$ cat config.mk
export PLATFORM = sky130hd
export DESIGN_NAME = sdc_cmd_issue
export DESIGN_NICKNAME = d
export VERILOG_FILES = /design/src/rtl/sdc_pkg.sv /design/src/rtl/sdc_ctrl.sv /design/src/rtl/sdc_rsp_asm.sv /design/src/rtl/sdc_status.sv /design/src/rtl/sdc_cmd_issue.sv
export SDC_FILE = /design/constraint.sdc
export NUM_CORES = 1
export LEC_CHECK = 0
export ABC_AREA = 1
export BUFFER_PORTS_ARGS = -buffer_cell sky130_fd_sc_hd__buf_2
export CORE_AREA = 2 2 162 164
export CTS_BUF_LIST = sky130_fd_sc_hd__clkbuf_4
export DETAILED_ROUTE_END_ITERATION = 6
export DIE_AREA = 0 0 164 166
export GPL_TIMING_DRIVEN = 0
export PLACE_DENSITY = 0.56
export SLEW_MARGIN = 20
export SYNTH_ARGS = -nofsm -noshare
export SYNTH_HDL_FRONTEND = slang
export SYNTH_SLANG_ARGS = --single-unit
export TNS_END_PERCENT = 5
$ cat constraint.sdc
create_clock -name clk -period 2.1 [get_ports clk]
set_clock_uncertainty 0.15 [all_clocks]
set_input_delay 0.21 -clock clk [delete_from_list [all_inputs] [get_ports clk]]
set_output_delay 0.21 -clock clk [all_outputs]
set_load 0.02 [all_outputs]
$ cat src/rtl/sdc_pkg.sv
// Shared constants and types for the SD command issue unit.
// Assumes a 32-bit command word and an 8-bit status vector.
package sdc_pkg;
    localparam int CMD_W   = 32;
    localparam int IDX_W   = 6;
    localparam int B_RSP   = 6;
    localparam int B_LONG  = 7;
    localparam int B_PEND  = 9;
    localparam int B_START = 10;
    localparam int ST_W    = 8;
    localparam int ST_TO   = 2;
    localparam int ST_RSP  = 6;
    localparam int ST_SENT = 7;

    typedef enum logic {S_IDLE, S_WAIT} sdc_state_e;

    typedef struct packed {
        logic timeout;
        logic rsp_done;
        logic sent;
    } sdc_evt_t;
endpackage

$ cat src/rtl/sdc_ctrl.sv
// Command register and issue sequencer.
// Holds the last accepted command word, starts a card request on the start
// bit, and clears the start bit once the card completes. Assumes card_vld
// arrives only while card_req is high.
module sdc_ctrl
    import sdc_pkg::*;
(
    input  logic             clk,
    input  logic             rst_n,
    input  logic             cmd_we,
    input  logic [CMD_W-1:0] cmd_wdata,
    input  logic [31:0]      arg_in,
    input  logic             card_vld,
    output logic [CMD_W-1:0] cmd_q,
    output logic             card_req,
    output logic [IDX_W-1:0] card_idx,
    output logic [31:0]      card_arg,
    output logic             done,
    output logic             want_rsp,
    output logic             want_long
);
    sdc_state_e  state_q;
    logic [31:0] arg_q;

    // Accept writes while idle, sequence one request, clear start on completion.
    always_ff @(posedge clk) begin
        if (!rst_n) begin
            state_q <= S_IDLE;
            cmd_q   <= '0;
            arg_q   <= '0;
        end else begin
            case (state_q)
                S_IDLE: begin
                    if (cmd_we) begin
                        arg_q <= arg_in;
                        if (cmd_wdata[B_START] && !cmd_wdata[B_PEND]) begin
                            cmd_q   <= cmd_wdata;
                            state_q <= S_WAIT;
                        end else begin
                            cmd_q          <= cmd_wdata;
                            cmd_q[B_START] <= 1'b0;
                        end
                    end
                end
                default: begin
                    if (card_vld) begin
                        cmd_q[B_START] <= 1'b0;
                        state_q        <= S_IDLE;
                    end
                end
            endcase
        end
    end

    // Card-side view of the outstanding command.
    always_comb begin
        card_req  = (state_q == S_WAIT);
        card_idx  = cmd_q[IDX_W-1:0];
        card_arg  = arg_q;
        done      = card_req && card_vld;
        want_rsp  = cmd_q[B_RSP];
        want_long = cmd_q[B_LONG];
    end

    p_req_hold_r1: assert property (@(posedge clk) disable iff (!rst_n)
        card_req && !card_vld |=> card_req && $stable(card_idx) && $stable(card_arg));
    p_start_clear_r2: assert property (@(posedge clk) disable iff (!rst_n)
        $fell(card_req) |-> !cmd_q[B_START]);
    p_pend_noissue_r9: assert property (@(posedge clk) disable iff (!rst_n)
        cmd_we && !card_req && cmd_wdata[B_START] && cmd_wdata[B_PEND] |=> !card_req);
    p_busy_ignore_r12: assert property (@(posedge clk) disable iff (!rst_n)
        card_req && !card_vld |=> $stable(cmd_q));
endmodule

$ cat src/rtl/sdc_rsp_asm.sv
// Response checker and word assembler.
// Judges the completion against the requested response length, raises one
// outcome event and packs accepted bytes big-endian into the word store.
// Assumes card_len and card_bytes are valid in the cycle done is high.
module sdc_rsp_asm
    import sdc_pkg::*;
#(
    parameter int WORD_W      = 32,
    parameter int N_WORDS     = 4,
    parameter int SHORT_BYTES = 4,
    parameter int LEN_W       = 5
) (
    input  logic                      clk,
    input  logic                      rst_n,
    input  logic                      done,
    input  logic                      want_rsp,
    input  logic                      want_long,
    input  logic                      card_err,
    input  logic [LEN_W-1:0]          card_len,
    input  logic [N_WORDS*WORD_W-1:0] card_bytes,
    output sdc_evt_t                  evt,
    output logic [N_WORDS*WORD_W-1:0] rsp_words
);
    localparam int BPW         = WORD_W / 8;
    localparam int RSP_BYTES   = N_WORDS * BPW;
    localparam int SHORT_WORDS = SHORT_BYTES / BPW;

    logic is_full, is_short, len_ok, upd;
    logic [N_WORDS*WORD_W-1:0] nxt_all;

    // Length judgement and outcome event for this completion.
    always_comb begin
        is_full  = (card_len == LEN_W'(RSP_BYTES));
        is_short = (card_len == LEN_W'(SHORT_BYTES)) && !want_long;
        len_ok   = is_full || is_short;
        evt.timeout  = done && (card_err || (want_rsp && !len_ok));
        evt.rsp_done = done && !card_err && want_rsp && len_ok;
        evt.sent     = done && !card_err && !want_rsp;
        upd          = evt.rsp_done;
    end

    for (genvar k = 0; k < N_WORDS; k++) begin : g_word
        logic [WORD_W-1:0] nxt;
        // Pack bytes of word k, first byte most significant.
        always_comb begin
            nxt = '0;
            for (int j = 0; j < BPW; j++) begin
                nxt[WORD_W-1-8*j -: 8] = card_bytes[8*(k*BPW+j) +: 8];
            end
            if (!is_full) begin
                if (k >= SHORT_WORDS) nxt = '0;
            end else if (k == N_WORDS-1) begin
                nxt[0] = 1'b0;
            end
        end
        assign nxt_all[k*WORD_W +: WORD_W] = nxt;
    end

    // Response word store, loaded on an accepted response only.
    always_ff @(posedge clk) begin
        if (!rst_n)   rsp_words <= '0;
        else if (upd) rsp_words <= nxt_all;
    end

    p_short_zero_r6: assert property (@(posedge clk) disable iff (!rst_n)
        upd && !is_full |=> rsp_words[N_WORDS*WORD_W-1:SHORT_WORDS*WORD_W] == '0);
    p_keep_words_r10: assert property (@(posedge clk) disable iff (!rst_n)
        !upd |=> $stable(rsp_words));
    p_long_lsb_r7: assert property (@(posedge clk) disable iff (!rst_n)
        upd && is_full |=> !rsp_words[(N_WORDS-1)*WORD_W]);
endmodule

$ cat src/rtl/sdc_status.sv
// Sticky status flags with write-one-to-clear.
// A set in the same cycle as a clear wins. Assumes at most one event per cycle.
module sdc_status
    import sdc_pkg::*;
(
    input  logic            clk,
    input  logic            rst_n,
    input  sdc_evt_t        evt,
    input  logic            stat_clr,
    input  logic [ST_W-1:0] stat_clr_mask,
    output logic [ST_W-1:0] status
);
    logic [ST_W-1:0] set_vec, clr_vec;

    // Map outcome events onto their flag positions.
    always_comb begin
        set_vec          = '0;
        set_vec[ST_TO]   = evt.timeout;
        set_vec[ST_RSP]  = evt.rsp_done;
        set_vec[ST_SENT] = evt.sent;
        clr_vec          = stat_clr ? stat_clr_mask : '0;
    end

    // Sticky flag register.
    always_ff @(posedge clk) begin
        if (!rst_n) status <= '0;
        else        status <= (status & ~clr_vec) | set_vec;
    end

    p_one_outcome_r8: assert property (@(posedge clk) disable iff (!rst_n)
        $onehot0({evt.timeout, evt.rsp_done, evt.sent}));
    p_timeout_sticky_r11: assert property (@(posedge clk) disable iff (!rst_n)
        status[ST_TO] && !(stat_clr && stat_clr_mask[ST_TO]) |=> status[ST_TO]);
    p_set_wins_r11: assert property (@(posedge clk) disable iff (!rst_n)
        evt.rsp_done |=> status[ST_RSP]);
endmodule

$ cat src/rtl/sdc_cmd_issue.sv
// Top of the SD command issue unit.
// Joins the command sequencer, response assembler and status flags.
// Assumes a single-cycle card_vld that comes only while card_req is high.
module sdc_cmd_issue
    import sdc_pkg::*;
#(
    parameter int WORD_W      = 32,
    parameter int N_WORDS     = 4,
    parameter int SHORT_BYTES = 4,
    parameter int LEN_W       = $clog2(N_WORDS * WORD_W / 8) + 1
) (
    input  logic                      clk,
    input  logic                      rst_n,
    input  logic                      cmd_we,
    input  logic [31:0]               cmd_wdata,
    input  logic [31:0]               arg_in,
    output logic [31:0]               cmd_rdata,
    input  logic                      stat_clr,
    input  logic [7:0]                stat_clr_mask,
    output logic [7:0]                status,
    output logic                      card_req,
    output logic [5:0]                card_idx,
    output logic [31:0]               card_arg,
    input  logic                      card_vld,
    input  logic                      card_err,
    input  logic [LEN_W-1:0]          card_len,
    input  logic [N_WORDS*WORD_W-1:0] card_bytes,
    output logic [N_WORDS*WORD_W-1:0] rsp_words
);
    logic     done, want_rsp, want_long;
    sdc_evt_t evt;

    sdc_ctrl u_ctrl (
        .clk       (clk),
        .rst_n     (rst_n),
        .cmd_we    (cmd_we),
        .cmd_wdata (cmd_wdata),
        .arg_in    (arg_in),
        .card_vld  (card_vld),
        .cmd_q     (cmd_rdata),
        .card_req  (card_req),
        .card_idx  (card_idx),
        .card_arg  (card_arg),
        .done      (done),
        .want_rsp  (want_rsp),
        .want_long (want_long)
    );

    sdc_rsp_asm #(
        .WORD_W      (WORD_W),
        .N_WORDS     (N_WORDS),
        .SHORT_BYTES (SHORT_BYTES),
        .LEN_W       (LEN_W)
    ) u_asm (
        .clk        (clk),
        .rst_n      (rst_n),
        .done       (done),
        .want_rsp   (want_rsp),
        .want_long  (want_long),
        .card_err   (card_err),
        .card_len   (card_len),
        .card_bytes (card_bytes),
        .evt        (evt),
        .rsp_words  (rsp_words)
    );

    sdc_status u_status (
        .clk           (clk),
        .rst_n         (rst_n),
        .evt           (evt),
        .stat_clr      (stat_clr),
        .stat_clr_mask (stat_clr_mask),
        .status        (status)
    );
endmodule

==> summary.txt <==
Worst hold path
  – Hold EP: u_ctrl.cmd_q[9]
  – Hold path startpoint: cmd_we
  – Hold path cells: 6
  – Hold Path Class: in -> reg

Place
  – # placed instances: 1,646
  – Placement Setup Slack: -0.03741 ns
  – Routability cong.: 0.8159
  – Area post-placement: 9580 um2
  – Port bufs: 414
  – Hpwl dp: 20.25 mm

Setup path
  – Critical path data required time: 2.42 ns
  – Reg2reg path depth: 6
  – Crit end category: flop
  – RR Endpoint: u_asm.rsp_words[1]
  – Path type of the worst setup path: in -> reg
  – Crit path max fanout: 10
  – Crit path launch type: input pin
  – Worst r2r src: u_ctrl.card_req
  – CP arrival: 2.22 ns
  – Flop-to-flop setup slack: 0.22 ns

Floorplanning
  – Initial core utilization: 27.68%
  – Die Span Y: 166 um
  – Area of the core: 25,620 um2
  – Io pins: 418
  – Die width: 164 um
  – Die area: 27,220 um2
  – Row count: 59

Synthesis
  – EDFF count, synth: 0
  – Post-synthesis instance total: 897
  – Avg Cell Area, Syn: 7.903 um2
  – Post-synthesis cell area: 7089 um2
  – Top_reg_cell synth: dfxtp_1
  – Synthesis-stage register bit count: 200
  – Share of synthesized flip-flops with an asynchronous set or reset: 0%
  – Sequential fraction of the synthesis area: 56.48%
  – Synth Net Count: 1,108
  – Yosys cell types: 18
  – Synth warn: 0

CTS
  – H-tree depth: 4
  – Root Buffer: clkbuf_4
  – TritonCTS buffer count: 17
  – Deepest clock path buffer count: 2
  – Reg clk slew, reported paths: 0.16 ns
  – Worst skew pair latency: 0.57 ns
  – Sink Count: 200
  – CTS tree: built

Routing
  – Avg WL per Cell: 15.20 um
  – Detailed-route DRC error count: 0
  – Routed Antenna Nets: 0
  – Drt total wl: 28.83 mm
  – 1st-iter DRT viols: 317
  – Vias: 8,399
  – Total iterations of the first detailed-routing run: 4
  – Post-DR vias/cell: 4.428

Timing
  – Crit share post-route: 90.50%
  – PnR worst setup slack: 0.1994 ns
  – Max Freq: 526.2 MHz
  – Min Tclk post-route: 1.901 ns
  – Final hold viol count: 0
  – Final setup violation count: 0
  – Max-slew headroom: 49.31%
  – Worst-Margin Slew: 0.7603 ns
  – RSZ-0062 raised after global routing: false
  – Pins Over Slew Limit: 0

Cells and area
  – Post-route insts no fill: 1,897
  – Finished Cell Area: 12,070 um2
  – Layout overhead on the synthesized area: 70.23%
  – Fraction of layout cells with a size suffix above 1: 31.67%
  – # nets final: 1,759

Global route
  – Largest net degree at the start of global routing: 20
  – Global route overflow: 0
  – Vias in the first global route: 8,306
  – First-pass GRT wire length: 43.48 mm
  – Total GRT Usage: 20.25%
  – Initial antenna violation count: 2

Status
  – Status: finished, final reports clean

Job
  – Max_cap viols: 0

Pwr
  – Static leakage: 5.531 nW
  – Total Power: 7.195 mW
  – Pwr dens: 596.2 nW/um2
  – Peak supply drop: 0.3014 mV
[power breakdown]
| part | internal (mW) | leakage (nW) | switching (mW) | total (mW) |
|---|---|---|---|---|
| registers | 3.89 | 1.63 | 0.0515 | 3.95 |
| logic | 0.545 | 3.75 | 0.533 | 1.08 |
| clock network | 0.664 | 0.158 | 1.51 | 2.17 |
[metrics by stage]
| stage | setup TNS [ns] | utilization (%) | hold slack [ns] |
|---|---|---|---|
| 5_1_grt | 0 | 47.11 | 0.04688 |
| 6_report | 0 | 47.11 | 0.05768 |
| 2_1_floorplan | 0 | - | 0.1480 |
| 3_3_place_gp | -0.2022 | 37.40 | 0.2365 |
| 4_1_cts | 0 | 46.97 | 0.00001604 |
| 3_5_place_dp | -0.1903 | 37.40 | 0.2427 |
[kinds of logic (layout without fill, tap and decap cells)]
group	Yosys count	count (layout)	share of synthesized area [%]
simple gates	408	408	23.16
flops	200	200	56.48
compound gates	201	201	14.23
other cells	1	3	0.05290
buf+inv	87	750	6.089
[cells in the mapped netlist (5+ instances only)]
master    count  area share (%)
nand2_1     239              13
dfxtp_1     200              56
a21oi_1     138             9.7
nor2_1      128             6.8
o21ai_0      62             4.4
clkbuf_1     42             2.2
nand4_1      32             2.8
buf_2        21             1.5
buf_4         9            0.95
inv_1         7            0.37
buf_6         6            0.95
nand3_1       5            0.35
[registers in the layout, summed over array words and instances (netlist names)]
signal,flops
u_asm.rsp_words,127
u_ctrl.card_arg,32
u_ctrl.cmd_q,32
u_status.status,8
u_ctrl.card_req,1
[metal layers]
layer / global-route usage (%) / vias up / routed length (um)
met5: 0 / - / 0
met4: 6.369 / 0 / 688
met3: 5.220 / 44 / 1999
met2: 36.55 / 306 / 14440
met1: 23.13 / 3836 / 11700
li1: - / 4213 / -
[placed cells by master, fill, tap and decap left out]
master,instances
nand3_1,5
nand2_1,238
nand3_2,1
clkinv_8,3
clkbuf_2,3
inv_1,7
nand2_2,2
inv_2,2
a21oi_1,138
buf_4,12
clkinv_4,2
o21ai_0,62
dlygate4sd3_1,215
clkinvlp_4,1
nand4_1,32
a211oi_1,1
nor2_4,2
buf_2,434
bufinv_16,1
dfxtp_1,200
inv_6,3
buf_6,6
conb_1,1
clkbuf_4,19
inv_8,3
nor2_1,128
clkbuf_1,39
diode_2,2
[worst max-delay path: stages]
cell	delay, ns
buf_2	0.14
inv_2	0.16
clkbuf_1	0.61
clkbuf_1	0.47
a21oi_1	0.07
dlygate4sd3_1	0.57
[how the worst max path moves through the flow]
stage                    start                   end  cells past startpoint  slack, ns
2_1_floorplan  u_ctrl.card_req  u_asm.rsp_words[100]                      8       0.46
3_3_place_gp       card_len[1]   u_asm.rsp_words[21]                      7      -0.05
3_5_place_dp       card_len[1]   u_asm.rsp_words[21]                      7      -0.04
4_1_cts        u_ctrl.card_req   u_asm.rsp_words[21]                      5       0.07
5_1_grt                  rst_n    u_status.status[2]                      6       0.05
6_report                 rst_n    u_status.status[2]                      6       0.20
[final cells by class]
cell class	instances	area (um2)
fill	2482	13550
timing repair buffer	632	4247
sequential	200	4004
multi-input combinational	610	2656
tap	335	419.2
buffer	78	404.1
clock inverter	13	163.9
clock buffer	18	135.1
inverter	9	33.78
antenna	2	5.005
[repair_timing]
item / CTS / global route
gates resized for setup: 1 / 6
endpoints found under the setup margin: 38 / 30
hold buffers: 215 / 0
endpoints found under the hold margin: 200 / 0
buffers inserted: 0 / 3
pin swaps: 0 / 1
No activity file was read; power rests on OpenSTA's default activity.
